--- src/rtl/serial_shift_pkg.sv ---
// Package: shared types for the serial shift engine.
// Assumes: op encoding bit 1 = arithmetic right, else bit 0 picks direction.
package serial_shift_pkg;

    typedef enum logic [2:0] {
        ST_IDLE  = 3'd0,
        ST_FETCH = 3'd1,
        ST_CHECK = 3'd2,
        ST_STEP  = 3'd3,
        ST_WRITE = 3'd4
    } sh_state_e;

    localparam logic [1:0] OP_LEFT  = 2'b00;
    localparam logic [1:0] OP_RIGHT = 2'b01;

endpackage

--- src/rtl/serial_shift_counter.sv ---
// Module: down-counter holding the remaining step count.
// Assumes: load has priority over decrement; decrement is never asked at zero.
module serial_shift_counter #(
    parameter int CNT_W = 16
) (
    input  logic             clk,
    input  logic             rst_n,
    input  logic             load_i,
    input  logic [CNT_W-1:0] load_val_i,
    input  logic             dec_i,
    output logic             zero_o,
    output logic             last_o
);
    logic [CNT_W-1:0] cnt_q;

    // Purpose: hold, load or decrement the remaining-step count.
    always_ff @(posedge clk) begin
        if (!rst_n) begin
            cnt_q <= '0;
        end else if (load_i) begin
            cnt_q <= load_val_i;
        end else if (dec_i) begin
            cnt_q <= cnt_q - 1'b1;
        end
    end

    assign zero_o = (cnt_q == '0);
    assign last_o = (cnt_q == {{(CNT_W-1){1'b0}}, 1'b1});
endmodule

--- src/rtl/serial_shift_datapath.sv ---
// Module: working register with one-bit-per-step shift and captured fill bit.
// Assumes: capture and step are never asserted in the same cycle.
module serial_shift_datapath
    import serial_shift_pkg::*;
#(
    parameter int DATA_W = 16
) (
    input  logic              clk,
    input  logic              rst_n,
    input  logic              capture_i,
    input  logic [1:0]        op_i,
    input  logic [DATA_W-1:0] data_i,
    input  logic              step_i,
    output logic [DATA_W-1:0] work_o
);
    logic [DATA_W-1:0] work_q;
    logic [DATA_W-1:0] to_left;
    logic [DATA_W-1:0] to_right;
    logic [1:0]        op_q;
    logic              sign_q;
    logic              fill_bit;

    // Purpose: choose the bit entering at the MSB on right steps.
    assign fill_bit = op_q[1] ? sign_q : 1'b0;

    // Per-bit neighbour selection for both directions.
    for (genvar i = 0; i < DATA_W; i++) begin : g_bit
        if (i == 0) begin : g_lsb
            assign to_left[i] = 1'b0;
        end else begin : g_lsb_n
            assign to_left[i] = work_q[i-1];
        end
        if (i == DATA_W-1) begin : g_msb
            assign to_right[i] = fill_bit;
        end else begin : g_msb_n
            assign to_right[i] = work_q[i+1];
        end
    end

    // Purpose: capture operand, op and sign; then shift one bit per step.
    always_ff @(posedge clk) begin
        if (!rst_n) begin
            work_q <= '0;
            op_q   <= OP_LEFT;
            sign_q <= 1'b0;
        end else if (capture_i) begin
            work_q <= data_i;
            op_q   <= op_i;
            sign_q <= data_i[DATA_W-1];
        end else if (step_i) begin
            work_q <= (op_q == OP_LEFT) ? to_left : to_right;
        end
    end

    assign work_o = work_q;
endmodule

--- src/rtl/serial_shift_ctrl.sv ---
// Module: sequencer for fetch, zero test, step loop and write-back.
// Assumes: counter reports zero/last one cycle after its load.
module serial_shift_ctrl
    import serial_shift_pkg::*;
#(
    parameter int DATA_W = 16,
    parameter int IDX_W  = 5
) (
    input  logic              clk,
    input  logic              rst_n,
    input  logic              start_i,
    input  logic              amt_sel_i,
    input  logic [DATA_W-1:0] amt_imm_i,
    input  logic [DATA_W-1:0] amt_reg_i,
    input  logic [IDX_W-1:0]  dest_i,
    input  logic              cnt_zero_i,
    input  logic              cnt_last_i,
    output logic              cnt_load_o,
    output logic [DATA_W-1:0] cnt_val_o,
    output logic              cnt_dec_o,
    output logic              capture_o,
    output logic              step_o,
    output logic              busy_o,
    output logic              done_o,
    output logic              we_o,
    output logic [IDX_W-1:0]  dest_o
);
    sh_state_e         state_q;
    logic [DATA_W-1:0] amt_hold_q;
    logic              accept;

    // Purpose: a start is taken only while idle.
    assign accept    = (state_q == ST_IDLE) && start_i;
    assign capture_o = accept;
    assign step_o    = (state_q == ST_STEP);
    assign cnt_dec_o = step_o;
    assign busy_o    = (state_q != ST_IDLE);

    // Purpose: counter load from immediate at accept or from held register amount.
    always_comb begin
        cnt_load_o = 1'b0;
        cnt_val_o  = amt_imm_i;
        if (accept && !amt_sel_i) begin
            cnt_load_o = 1'b1;
        end else if (state_q == ST_FETCH) begin
            cnt_load_o = 1'b1;
            cnt_val_o  = amt_hold_q;
        end
    end

    // Purpose: state sequencing and registered done / write strobes.
    always_ff @(posedge clk) begin
        if (!rst_n) begin
            state_q    <= ST_IDLE;
            amt_hold_q <= '0;
            dest_o     <= '0;
            done_o     <= 1'b0;
            we_o       <= 1'b0;
        end else begin
            done_o <= 1'b0;
            we_o   <= 1'b0;
            unique case (state_q)
                ST_IDLE: begin
                    if (start_i) begin
                        dest_o     <= dest_i;
                        amt_hold_q <= amt_reg_i;
                        state_q    <= amt_sel_i ? ST_FETCH : ST_CHECK;
                    end
                end
                ST_FETCH: state_q <= ST_CHECK;
                ST_CHECK: begin
                    if (cnt_zero_i) begin
                        done_o  <= 1'b1;
                        state_q <= ST_IDLE;
                    end else begin
                        state_q <= ST_STEP;
                    end
                end
                ST_STEP: begin
                    if (cnt_last_i) state_q <= ST_WRITE;
                end
                ST_WRITE: begin
                    done_o  <= 1'b1;
                    we_o    <= 1'b1;
                    state_q <= ST_IDLE;
                end
                default: state_q <= ST_IDLE;
            endcase
        end
    end
endmodule

--- src/rtl/serial_shifter.sv ---
// Module: top of the serial shift engine.
// Assumes: start_i is a synchronous pulse; operands valid in the start cycle.
module serial_shifter #(
    parameter int DATA_W = 16,
    parameter int IDX_W  = 5
) (
    input  logic              clk,
    input  logic              rst_n,
    input  logic              start_i,
    input  logic [1:0]        op_i,
    input  logic              amt_sel_i,
    input  logic [DATA_W-1:0] amt_imm_i,
    input  logic [DATA_W-1:0] amt_reg_i,
    input  logic [DATA_W-1:0] data_i,
    input  logic [IDX_W-1:0]  dest_i,
    output logic              busy_o,
    output logic              done_o,
    output logic              we_o,
    output logic [IDX_W-1:0]  dest_o,
    output logic [DATA_W-1:0] result_o
);
    logic              cnt_load;
    logic [DATA_W-1:0] cnt_val;
    logic              cnt_dec;
    logic              cnt_zero;
    logic              cnt_last;
    logic              capture;
    logic              step;

    serial_shift_ctrl #(.DATA_W(DATA_W), .IDX_W(IDX_W)) u_ctrl (
        .clk(clk), .rst_n(rst_n), .start_i(start_i), .amt_sel_i(amt_sel_i),
        .amt_imm_i(amt_imm_i), .amt_reg_i(amt_reg_i), .dest_i(dest_i),
        .cnt_zero_i(cnt_zero), .cnt_last_i(cnt_last),
        .cnt_load_o(cnt_load), .cnt_val_o(cnt_val), .cnt_dec_o(cnt_dec),
        .capture_o(capture), .step_o(step), .busy_o(busy_o),
        .done_o(done_o), .we_o(we_o), .dest_o(dest_o)
    );

    serial_shift_counter #(.CNT_W(DATA_W)) u_cnt (
        .clk(clk), .rst_n(rst_n), .load_i(cnt_load), .load_val_i(cnt_val),
        .dec_i(cnt_dec), .zero_o(cnt_zero), .last_o(cnt_last)
    );

    serial_shift_datapath #(.DATA_W(DATA_W)) u_dp (
        .clk(clk), .rst_n(rst_n), .capture_i(capture), .op_i(op_i),
        .data_i(data_i), .step_i(step), .work_o(result_o)
    );
endmodule

--- config.mk ---
export PLATFORM = sky130hd
export DESIGN_NAME = serial_shifter
export DESIGN_NICKNAME = d
export VERILOG_FILES = /design/src/rtl/serial_shift_pkg.sv /design/src/rtl/serial_shift_counter.sv /design/src/rtl/serial_shift_datapath.sv /design/src/rtl/serial_shift_ctrl.sv /design/src/rtl/serial_shifter.sv
export SDC_FILE = /design/constraint.sdc
export NUM_CORES = 1
export LEC_CHECK = 0
export ABC_AREA = 1
export BUFFER_PORTS_ARGS = -buffer_cell sky130_fd_sc_hd__buf_2
export CORE_ASPECT_RATIO = 1.25
export CORE_MARGIN = 8
export CORE_UTILIZATION = 50
export DETAILED_ROUTE_END_ITERATION = 12
export PLACE_DENSITY = 0.75
export REMOVE_ABC_BUFFERS = 1
export SLEW_MARGIN = 20
export SYNTH_ARGS = -nofsm -noshare
export SYNTH_HDL_FRONTEND = slang
export SYNTH_SLANG_ARGS = --single-unit
--- constraint.sdc ---
create_clock -name clk -period 4 [get_ports clk]
set_clock_uncertainty 0.15 [all_clocks]
set_input_delay 0.2 -clock clk [delete_from_list [all_inputs] [get_ports clk]]
set_output_delay 0.2 -clock clk [all_outputs]
set_load 0.005 [all_outputs]
==> results.json <==
{
  "synth_top_area_cell": "dfxtp_1",
  "required_ns": 4.09,
  "fmax_mhz": 452,
  "hold_path_class": "in2reg",
  "fin_hold_ws_ns": 0.0196,
  "fin_tns_setup_ns": 0,
  "relSlewSlack_pct": 54.5,
  "drc": 0,
  "row_count": 33,
  "synth_area_um2": 3410,
  "rsz0062_at_grt": "false",
  "die_w_um": 89.9,
  "clkTransAtPathRegs_ns": 0.07,
  "synthTopCellsByArea": "dfxtp_1 (36%), nand2_1 (16%), nor2_1 (6.5%), a21oi_1 (5.9%), inv_1 (5.2%)",
  "grt_pass1_vias": 3577,
  "fp.dieArea_um2": 9740,
  "cts_tree": "done",
  "grt_max_degree": 61,
  "cts-root-buf": "clkbuf_8",
  "wire_per_inst_um": 13.7,
  "whs_endpoint": "u_cnt.cnt_q[2]",
  "vias": 3578,
  "cp-start-kind": "flop",
  "htreeDepth": 3,
  "p_comb_share_pct": 39.9,
  "cts_buffers": 9,
  "finalMaxSlewViolations": 0,
  "globalplace.congestion": 0.839,
  "syn_inst": 508,
  "avgSynthCellArea_um2": 6.72,
  "grt_use_total_pct": 19.6,
  "tightest_slew_ns": 0.682,
  "synth-seq-cells": 61,
  "initial_core_util_pct": 51.6,
  "area_growth_syn_to_layout_pct": 24.5,
  "cp_max_fo": 60,
  "rrSetupSlack_ns": 1.79,
  "gr-total-overflow": 0,
  "ff2ff_path_depth": 6,
  "yosysWarnings": 0,
  "leakage_uw": 0.00204,
  "finalHoldViolCount": 0,
  "peakVddDrop_mv": 0.327,
  "power.switching_uw": 957,
  "yosysSeqAreaShare_pct": 35.8,
  "synth_top_area_share_pct": 35.8,
  "viasPerCell": 5.13,
  "routed_wl_mm": 9.54,
  "layout-drive-gt1-share_pct": 20.7,
  "io_buffers": 82,
  "outcome": "finished clean",
  "p_total_uw": 2310,
  "design.core.area_um2": 6610,
  "cp_slowest_cell": "nand3_4",
  "insertion_delay_ns": 0.35,
  "critical-path-max-stage-delay_ns": 0.52,
  "sw_frac_of_total_pct": 41.4,
  "cap_violations": 0,
  "rr_endpoint": "u_dp.work_o[13]",
  "period_share_pct": 55.3,
  "nets": 667,
  "fillCellCount": 612,
  "firstDrtPassIters": 4,
  "power_density_nw_per_um2": 544,
  "yosysUniqueCellTypes": 36,
  "setup_viol_count_final": 0,
  "postCtsSetupBuffers": 0,
  "min_from": "amt_imm_i[2]",
  "drt_iter0_drc": 267,
  "cts_max_path_buffers": 2,
  "sequentialPowerShare_pct": 36.1,
  "p_int_uw": 1360,
  "clkPwrFrac_pct": 24.0,
  "critical_path.top_delay_family": "simple AND/OR/NAND/NOR gates",
  "finalCriticalPeriod_ns": 2.21,
  "die_height_um": 108,
  "num_antenna_cells": 0,
  "crit_arrival_ns": 2.30,
  "antenna_found_initial": 0,
  "ant_nets": 0,
  "path_buf_inv": 2,
  "rr_startpoint": "u_ctrl.state_q[0]",
  "cts_sinks": 61,
  "grt_pass1_wl_mm": 15.9,
  "cp-end-kind": "flop",
  "pin_count": 83,
  "path_class": "reg2reg",
  "hpwl_mm": 6.46,
  "worstHoldPathCells": 5,
  "fin_util_pct": 64.3,
  "worstPathCellList": "nor2_4, nand3_4, nand2_4, inv_2, o21bai_1, inv_1"
}
==> how the worst max path moves through the flow <==
stage / startpoint / to / slack, ns / cells past startpoint
6_report: u_ctrl.state_q[0] / u_dp.work_o[13] / 1.79 / 6
5_1_grt: u_ctrl.state_q[0] / u_dp.work_o[12] / 1.55 / 6
4_1_cts: u_ctrl.state_q[0] / u_dp.work_o[13] / 1.77 / 6
3_5_place_dp: u_ctrl.state_q[0] / u_dp.work_o[13] / 1.79 / 6
3_3_place_gp: u_ctrl.state_q[0] / u_dp.work_o[7] / 1.86 / 6
2_1_floorplan: u_ctrl.state_q[0] / u_dp.work_o[15] / 2.19 / 6
==> power groups by stage <==
stage | Sequential, µW | Combinational [µW] | Clock (µW)
4_1_cts | 832 | 922 | 563
3_3_place_gp | 841 | 878 | 0
2_1_floorplan | 820 | 662 | 0
6_report | 834 | 923 | 556
5_1_grt | 850 | 1060 | 593
3_5_place_dp | 842 | 899 | 0
==> worst register-to-register path: cells and delay by family, from the launching register on <==
kind            cells  cell delay [ns]
compound gates      1             0.18
buf+inv             2             0.24
simple gates        3             1.17
flops               1             0.37
==> synth_stat cells, drive strengths merged <==
cell type,n
inv,53
o21ai,42
xor2,2
a22oi,1
a21boi,1
nor3,2
buf,16
a21oi,47
or2,1
nand4,4
nor2,62
ha,3
nand2,148
nand3b,4
o211ai,2
xnor2,1
o21a,4
o21bai,14
nand3,17
a31oi,16
dfxtp,61
clkbuf,7
==> what timing repair did <==
item	in CTS	in global routing
resized for setup	0	0
endpoints found under the hold margin	26	0
endpoints found under the setup margin	0	0
hold buffers	26	0
==> cell usage in the layout (no fill, tap or decap), types with 2 or more instances in the layout <==
| master | count |
|---|---|
| a21oi_1 | 40 |
| a21oi_2 | 7 |
| a31oi_1 | 16 |
| buf_2 | 82 |
| clkbuf_8 | 9 |
| clkinvlp_4 | 3 |
| dfxtp_1 | 61 |
| dlygate4sd3_1 | 26 |
| ha_1 | 3 |
| inv_1 | 47 |
| inv_2 | 5 |
| nand2_1 | 142 |
| nand2_2 | 2 |
| nand2_4 | 4 |
| nand3_1 | 13 |
| nand3_2 | 3 |
| nand3b_1 | 4 |
| nand4_1 | 3 |
| nor2_1 | 59 |
| nor2_4 | 2 |
| nor3_1 | 2 |
| o211ai_1 | 2 |
| o21a_1 | 4 |
| o21ai_0 | 35 |
| o21ai_1 | 7 |
| o21bai_1 | 14 |
| xor2_1 | 2 |
==> layer usage <==
metal	global-route usage, %	share of wire [%]
met4	8.46	2.1
met1	21.1	40
met5	0	0
met3	4.64	4.9
met2	36.0	53
==> stage by stage <==
step	setup slack (ns)	instance area, µm²	instances
finish	1.79	4250	697
global route	1.55	4250	697
CTS	1.77	4250	697
detailed placement	1.79	3790	655
global placement	1.86	3790	655
floorplan	2.19	3260	485
==> cell type report <==
class / instances / area, µm² / share of cell area [%]
clock buffer: 9 / 124 / 2.92
clock inverter: 7 / 75.1 / 1.77
inverter: 53 / 201 / 4.74
multi-input combinational: 371 / 1840 / 43.3
sequential: 61 / 1220 / 28.7
tap: 87 / 109 / 2.56
timing repair buffer: 109 / 678 / 16.0
==> state kept, by name (all words and copies together) (netlist names) <==
register,cells
u_cnt.cnt_q,16
u_ctrl.amt_hold_q,16
u_ctrl.dest_o,5
u_ctrl.done_o,1
u_ctrl.state_q,3
u_ctrl.we_o,1
u_dp.op_q,2
u_dp.sign_q,1
u_dp.work_o,16
==> kinds of logic (layout without fill, tap and decap cells) <==
family | count (synthesis) | after routing | share of synthesized area, %
AND/OR/NAND/NOR | 238 | 238 | 30.5
AO/OA/AOI/OAI | 127 | 127 | 21.6
buffers and inverters | 76 | 178 | 10.3
flip-flops | 61 | 61 | 35.8
adder cells (fa/ha/maj) | 3 | 3 | 1.10
XOR/XNOR | 3 | 3 | 0.770
(Power assumes the default switching activity.)
